## src/rtl/busm_pkg.sv

```systemverilog
package busm_pkg;

    typedef enum logic [2:0] {
        ST_IDLE    = 3'd0,
        ST_ACTIVE  = 3'd1,
        ST_BACKOFF = 3'd2
    } state_e;

    // descriptor word field positions
    localparam int EW_WE_BIT   = 0;
    localparam int EW_FC_LSB   = 1;
    localparam int EW_SEL_LSB  = 4;
    localparam int EW_ST_LSB   = 8;
    localparam int EW_ST_W     = 4;
    localparam int EW_TMO_BIT  = 12;
    localparam int EW_W        = 32;

endpackage

```

## src/rtl/busm_lfsr.sv

```systemverilog
module busm_lfsr #(
    parameter int              W    = 8,
    parameter logic [W-1:0]    SEED = 8'hB5,
    parameter logic [W-1:0]    TAPS = 8'hB8
) (
    input  logic         clk,
    input  logic         rst_n,
    output logic [W-1:0] value
);
    logic [W-1:0] lfsr_d, lfsr_q;
    logic         fb;

    always_comb begin
        fb     = ^(lfsr_q & TAPS);
        lfsr_d = {lfsr_q[W-2:0], fb};
    end

    always_ff @(posedge clk or negedge rst_n) begin
        if (!rst_n) lfsr_q <= SEED;
        else        lfsr_q <= lfsr_d;
    end

    assign value = lfsr_q;
endmodule

```

## src/rtl/busm_timer.sv

```systemverilog
module busm_timer #(
    parameter int LIMIT = 64
) (
    input  logic clk,
    input  logic rst_n,
    input  logic run,
    output logic expired
);
    localparam int CW = (LIMIT > 2) ? $clog2(LIMIT) : 1;
    localparam logic [CW-1:0] LAST = CW'(LIMIT - 1);

    logic [CW-1:0] cnt_d, cnt_q;

    always_comb begin
        cnt_d   = run ? cnt_q + 1'b1 : '0;
        expired = run && (cnt_q == LAST);
    end

    always_ff @(posedge clk or negedge rst_n) begin
        if (!rst_n) cnt_q <= '0;
        else        cnt_q <= cnt_d;
    end
endmodule

```

## src/rtl/busm_capture.sv

```systemverilog
module busm_capture
    import busm_pkg::*;
#(
    parameter int SEL_W = 4,
    parameter int FC_W  = 3
) (
    input  logic               we,
    input  logic [FC_W-1:0]    fc,
    input  logic [SEL_W-1:0]   sel,
    input  logic [EW_ST_W-1:0] st_code,
    input  logic               timed_out,
    output logic [EW_W-1:0]    word
);
    always_comb begin
        word = '0;
        word[EW_WE_BIT]                   = we;
        word[EW_FC_LSB  +: FC_W]          = fc;
        word[EW_SEL_LSB +: SEL_W]         = sel;
        word[EW_ST_LSB  +: EW_ST_W]       = st_code;
        word[EW_TMO_BIT]                  = timed_out;
    end
endmodule

```

## src/rtl/bus_retry_master.sv

```systemverilog
module bus_retry_master
    import busm_pkg::*;
#(
    parameter int           ADDR_W    = 32,
    parameter int           DATA_W    = 32,
    parameter int           FC_W      = 3,
    parameter int           TIMEOUT   = 64,
    parameter int           LFSR_W    = 8,
    parameter logic [7:0]   LFSR_SEED = 8'hB5,
    parameter int           BOFF_BITS = 4
) (
    input  logic                 clk,
    input  logic                 rst_n,
    input  logic                 req_valid,
    output logic                 req_ready,
    input  logic                 req_we,
    input  logic [ADDR_W-1:0]    req_addr,
    input  logic [DATA_W-1:0]    req_wdata,
    input  logic [DATA_W/8-1:0]  req_sel,
    input  logic [FC_W-1:0]      req_fc,
    output logic                 done,
    output logic                 done_err,
    output logic [DATA_W-1:0]    rdata,
    output logic [EW_W-1:0]      err_word,
    output logic [ADDR_W-1:0]    err_addr,
    output logic                 bus_cyc,
    output logic                 bus_we,
    output logic [ADDR_W-1:0]    bus_addr,
    output logic [DATA_W-1:0]    bus_wdata,
    output logic [DATA_W/8-1:0]  bus_sel,
    output logic [FC_W-1:0]      bus_fc,
    input  logic                 bus_ack,
    input  logic                 bus_rty,
    input  logic                 bus_err,
    input  logic [DATA_W-1:0]    bus_rdata
);
    localparam int SEL_W  = DATA_W / 8;
    localparam int BCNT_W = BOFF_BITS + 1;

    typedef struct packed {
        state_e              state;
        logic                we;
        logic [ADDR_W-1:0]   addr;
        logic [DATA_W-1:0]   wdata;
        logic [SEL_W-1:0]    sel;
        logic [FC_W-1:0]     fc;
        logic [BCNT_W-1:0]   boff;
        logic                done;
        logic                derr;
        logic [DATA_W-1:0]   rdata;
        logic [EW_W-1:0]     eword;
        logic [ADDR_W-1:0]   eaddr;
    } regs_t;

    regs_t r_d, r_q;

    logic [LFSR_W-1:0] lfsr_val;
    logic              tmo_hit;
    logic              cur_active;
    logic [EW_W-1:0]   word_err;
    logic [EW_W-1:0]   word_tmo;
    state_e            cur_state;

    assign cur_state  = r_q.state;
    assign cur_active = (r_q.state == ST_ACTIVE);

    busm_lfsr #(
        .W    (LFSR_W),
        .SEED (LFSR_W'(LFSR_SEED)),
        .TAPS (LFSR_W'(8'hB8))
    ) u_lfsr (
        .clk   (clk),
        .rst_n (rst_n),
        .value (lfsr_val)
    );

    busm_timer #(
        .LIMIT (TIMEOUT)
    ) u_timer (
        .clk     (clk),
        .rst_n   (rst_n),
        .run     (cur_active),
        .expired (tmo_hit)
    );

    busm_capture #(
        .SEL_W (SEL_W),
        .FC_W  (FC_W)
    ) u_cap_err (
        .we        (r_q.we),
        .fc        (r_q.fc),
        .sel       (r_q.sel),
        .st_code   (EW_ST_W'(ST_ACTIVE)),
        .timed_out (1'b0),
        .word      (word_err)
    );

    busm_capture #(
        .SEL_W (SEL_W),
        .FC_W  (FC_W)
    ) u_cap_tmo (
        .we        (r_q.we),
        .fc        (r_q.fc),
        .sel       (r_q.sel),
        .st_code   (EW_ST_W'(ST_ACTIVE)),
        .timed_out (1'b1),
        .word      (word_tmo)
    );

    always_comb begin
        r_d      = r_q;
        r_d.done = 1'b0;
        r_d.derr = 1'b0;
        unique case (r_q.state)
            ST_IDLE: begin
                if (req_valid) begin
                    r_d.we    = req_we;
                    r_d.addr  = req_addr;
                    r_d.wdata = req_wdata;
                    r_d.sel   = req_sel;
                    r_d.fc    = req_fc;
                    r_d.state = ST_ACTIVE;
                end
            end
            ST_ACTIVE: begin
                if (bus_err) begin
                    r_d.done  = 1'b1;
                    r_d.derr  = 1'b1;
                    r_d.eword = word_err;
                    r_d.eaddr = r_q.addr;
                    r_d.state = ST_IDLE;
                end else if (bus_rty) begin
                    r_d.boff  = {1'b0, lfsr_val[BOFF_BITS-1:0]} + BCNT_W'(1);
                    r_d.state = ST_BACKOFF;
                end else if (bus_ack) begin
                    r_d.done  = 1'b1;
                    r_d.rdata = bus_rdata;
                    r_d.state = ST_IDLE;
                end else if (tmo_hit) begin
                    r_d.done  = 1'b1;
                    r_d.derr  = 1'b1;
                    r_d.eword = word_tmo;
                    r_d.eaddr = r_q.addr;
                    r_d.state = ST_IDLE;
                end
            end
            ST_BACKOFF: begin
                if (r_q.boff == BCNT_W'(1)) r_d.state = ST_ACTIVE;
                else                        r_d.boff  = r_q.boff - 1'b1;
            end
            default: begin
                r_d.state = ST_IDLE;
            end
        endcase
    end

    always_ff @(posedge clk or negedge rst_n) begin
        if (!rst_n) begin
            r_q       <= '0;
            r_q.state <= ST_IDLE;
        end else begin
            r_q <= r_d;
        end
    end

    assign req_ready = (r_q.state == ST_IDLE);
    assign bus_cyc   = cur_active;
    assign bus_we    = r_q.we;
    assign bus_addr  = r_q.addr;
    assign bus_wdata = r_q.wdata;
    assign bus_sel   = r_q.sel;
    assign bus_fc    = r_q.fc;
    assign done      = r_q.done;
    assign done_err  = r_q.derr;
    assign rdata     = r_q.rdata;
    assign err_word  = r_q.eword;
    assign err_addr  = r_q.eaddr;

endmodule

```

## config.mk

```make
export PLATFORM = sky130hd
export DESIGN_NAME = bus_retry_master
export DESIGN_NICKNAME = d
export VERILOG_FILES = /design/src/rtl/busm_pkg.sv /design/src/rtl/busm_lfsr.sv /design/src/rtl/busm_timer.sv /design/src/rtl/busm_capture.sv /design/src/rtl/bus_retry_master.sv
export SDC_FILE = /design/constraint.sdc
export NUM_CORES = 1
export LEC_CHECK = 0
export CORE_AREA = 4 4 217 156
export CTS_CLUSTER_SIZE = 8
export DETAILED_ROUTE_END_ITERATION = 7
export DIE_AREA = 0 0 221 160
export PLACE_DENSITY = 0.55
export SLEW_MARGIN = 20
export SYNTH_ARGS = -nofsm -noshare
export SYNTH_HDL_FRONTEND = slang
export SYNTH_HIERARCHICAL = 1
export SYNTH_SLANG_ARGS = --single-unit
```

## constraint.sdc

```tcl
create_clock -name clk -period 5.2 [get_ports clk]
set_clock_uncertainty 0.05 [all_clocks]
set_input_delay 1.04 -clock clk [delete_from_list [all_inputs] [get_ports clk]]
set_output_delay 1.04 -clock clk [all_outputs]
set_load 0.005 [all_outputs]
```

==> metrics.md <==
| Metric | Value |
|---|---|
| Status | `finished, final reports clean` |
| Worst VDD drop | `0.215 mV` |
| Cell variety after synth | `44` |
| Flops & latches, synth | `191` |
| Vias in the first global route | `between 5000 and 6000` |
| Asr flop ratio synth | `100%` |
| Final WL | `21500 um` |
| Nets@finish | `about 1000` |
| R2R depth | `9` |
| Cells after Synth | `841` |
| Fin crit share | `between 60% and 70%` |
| Ys flop type | `dfrtp_1` |
| CTS clk-pin slew, worst paths | `0.07 ns` |
| Detailed Routing Iterations Pass 1 | `4` |
| RSZ-0062 raised after global routing | `false` |
| Initial antenna violation count | `1` |
| Post_cts resized | `0` |
| Num rows | `55` |
| CP startpoint kind | `register` |
| Layout cell share with drive strength beyond 1 | `16.4%` |
| H-tree depth | `4` |
| Clock root buffer | `clkbuf_16` |
| Hold Fails Final Rpt | `0` |
| CTS sink count | `between 150 and 200` |
| Initial Util | `29.5%` |
| Fin. max-slew vios | `0` |
| YS warnings | `6` |
| Max-cap violations | `0` |
| Synthesized area | `around 9400 um2` |
| Port bufs | `281` |
| Crit path DAT | `about 2.1 ns` |
| Core area | `31800 um2` |
| WP data required | `4.11 ns` |
| GRT Residual Overflow | `0` |
| Fmax | `314 MHz` |
| Clock Latency Late Sink | `0.44 ns` |
| Worst Hold Path Cells | `0` |
| Min cycle time layout | `around 3.2 ns` |
| Max_slew headroom | `between 20% and 30%` |
| Share of the synthesized area in the top cell type | `49.6%` |
| Routed len/inst | `around 16 um` |
| CTS Buffer Depth | `2` |
| Worst-Margin Slew | `1.12 ns` |
| Leak pwr | `0.00498 uW` |
| Clock buffer count from CTS | `17` |
| # setup viols final | `0` |
| Die area | `35400 um2` |
| Drt drc | `0` |
| Total setup buffers inserted after CTS | `0` |
| GPL Wtd Cong | `0.733` |
| Most frequent cells in the layout | `280 x clkdlybuf4s50_1, 186 x dfrtp_1, 103 x mux2_2, 101 x nand2_1, 71 x o21ai_0` |
| Largest area contributor in the netlist | `dfrtp_1` |
| Final Util | `36.6%` |
| Cts hold-fix bufs | `0` |
| CTS tree | `built` |
| Max FO, Critical Path | `14` |
| Sequential cell area | `4790 um2` |
| Iter 0 DRT Violations | `223` |
| Total vias in the final route | `roughly 5600` |
| CP endpoint kind | `output port` |
| Final antenna-violating net count | `0` |
| Synthesized area per cell | `~11 um2` |
| HP Class | `reg -> reg` |
| Die Wd | `221 um` |
| Antenna Cells | `0` |
| Fillers | `3165` |
| Commonest non-fill, non-tap cell in the layout | `clkdlybuf4s50_1` |
| Largest net degree at the start of global routing | `95` |
| Post-synth EDFFs | `0` |
| Seq/Total Area, Yosys | `51.0%` |
| Die height | `160 um` |
| Top cells by area, synth | `dfrtp_1 50%, buf_4 19%, mux2_2 12%, nand2_1 4.1%, o21ai_0 3.8%` |
| Setup TNS | `0 ns` |
| I/O Pins | `282` |
| DP HPWL | `14900 um` |
| Critical path type | `reg -> out` |
| P&R area growth vs syn | `23.8%` |
| First-pass GRT wire length | `34300 um` |
| Pwr dens | `551 nW/um2` |
| Multi-input gate area | `~2800 um2` |
| Vias per cell | `4.08` |
| Tot GR Track Use | `12.3%` |
[state kept, by name, indices dropped and copies added, names as in the netlist]
signal and cells:
rdata 32, u_timer/cnt_q 6, bus_wdata 32, r_q 5, done_err 1, bus_we 1
cur_state 2, bus_sel 4, bus_addr 32, done 1, bus_fc 3, u_lfsr/value 8
err_addr 32, err_word 32
[worst max-delay path: stages (launching register included)]
cell             delay [ns]
dfrtp_1                0.40
inv_1                  0.10
ha_1                   0.55
clkdlybuf4s50_1        0.62
[final timing paths]
check	start	slack, ns	to
min in group asynchronous	rst_n	0.58	err_word[17]
hold / removal	u_lfsr/value[6]	0.30	u_lfsr/value[7]
setup / recovery	cur_state[1]	2.01	bus_cyc
hold reg to reg	u_lfsr/value[6]	0.30	u_lfsr/value[7]
setup reg to reg	cur_state[1]	2.28	err_addr[4]
max in group asynchronous	rst_n	3.59	bus_addr[10]
[report_power, final]
| group | switching, uW | total, uW | leakage (uW) | internal (uW) |
|---|---|---|---|---|
| clock network | 598 | 1270 | 0.000270 | 674 |
| registers | 417 | 2560 | 0.00236 | 2140 |
| logic | 923 | 2580 | 0.00235 | 1650 |
| total | 1940 | 6410 | 0.00498 | 4470 |
[layer usage]
metal  global-route usage, %  part of all wire (%)  wire (um)  vias to the layer above
met5                       0                 0.060         13                        -
met4                    3.60                   1.5        313                        2
met3                    6.25                   9.4       2020                       19
met2                    17.9                    44       9400                      181
met1                    16.0                    45       9750                     2672
li1                        -                     -          -                     2686
[cell type report]
cell class	count	area share, %
inverter	7	0.226
clock buffer	19	3.81
clock inverter	12	0.968
timing repair buffer	287	24.8
tap	427	4.59
sequential	191	41.2
multi-input combinational	419	24.4
[logic make-up after synthesis]
kind of cell               Yosys count  synth area share (%)
buffers and inverters              275                  20.8
DFF                                191                  51.0
and+or+nand+nor                    131                  6.01
AOI/OAI and AO/OA                  116                  7.33
muxes                              108                  13.0
adders and majority gates            8                  1.07
xor gates and xnor gates             8                 0.746
other                                4                 0.160
[cells in the mapped netlist (all sizes together), types with 2 or more instances]
master and instances:
ha 8, dfrtp 186, and2 4, xnor2 5
a21oi 4, inv 7, nand3 4, mux2 106
nand2b 2, a22oi 32, dfstp 5, conb 4
o21ai 72, and3 2, mux2i 2, nor2 8
nor2b 2, buf 253, xor2 3, nand2 102
clkbuf 15
[per-stage QoR]
step                      power, uW  setup WS [ns]  hold slack, ns  instances  instance area [um2]
after floorplan                4380           2.89           0.283        885                 9560
after global placement         5190           1.90           0.286       1331                11100
after detailed placement       5220           1.86           0.295       1331                11100
after CTS                      6540           1.89           0.307       1362                11600
after global routing           6870           1.86           0.315       1362                11600
final                          6410           2.01           0.304       1362                11600
(Power assumes the default switching activity.)
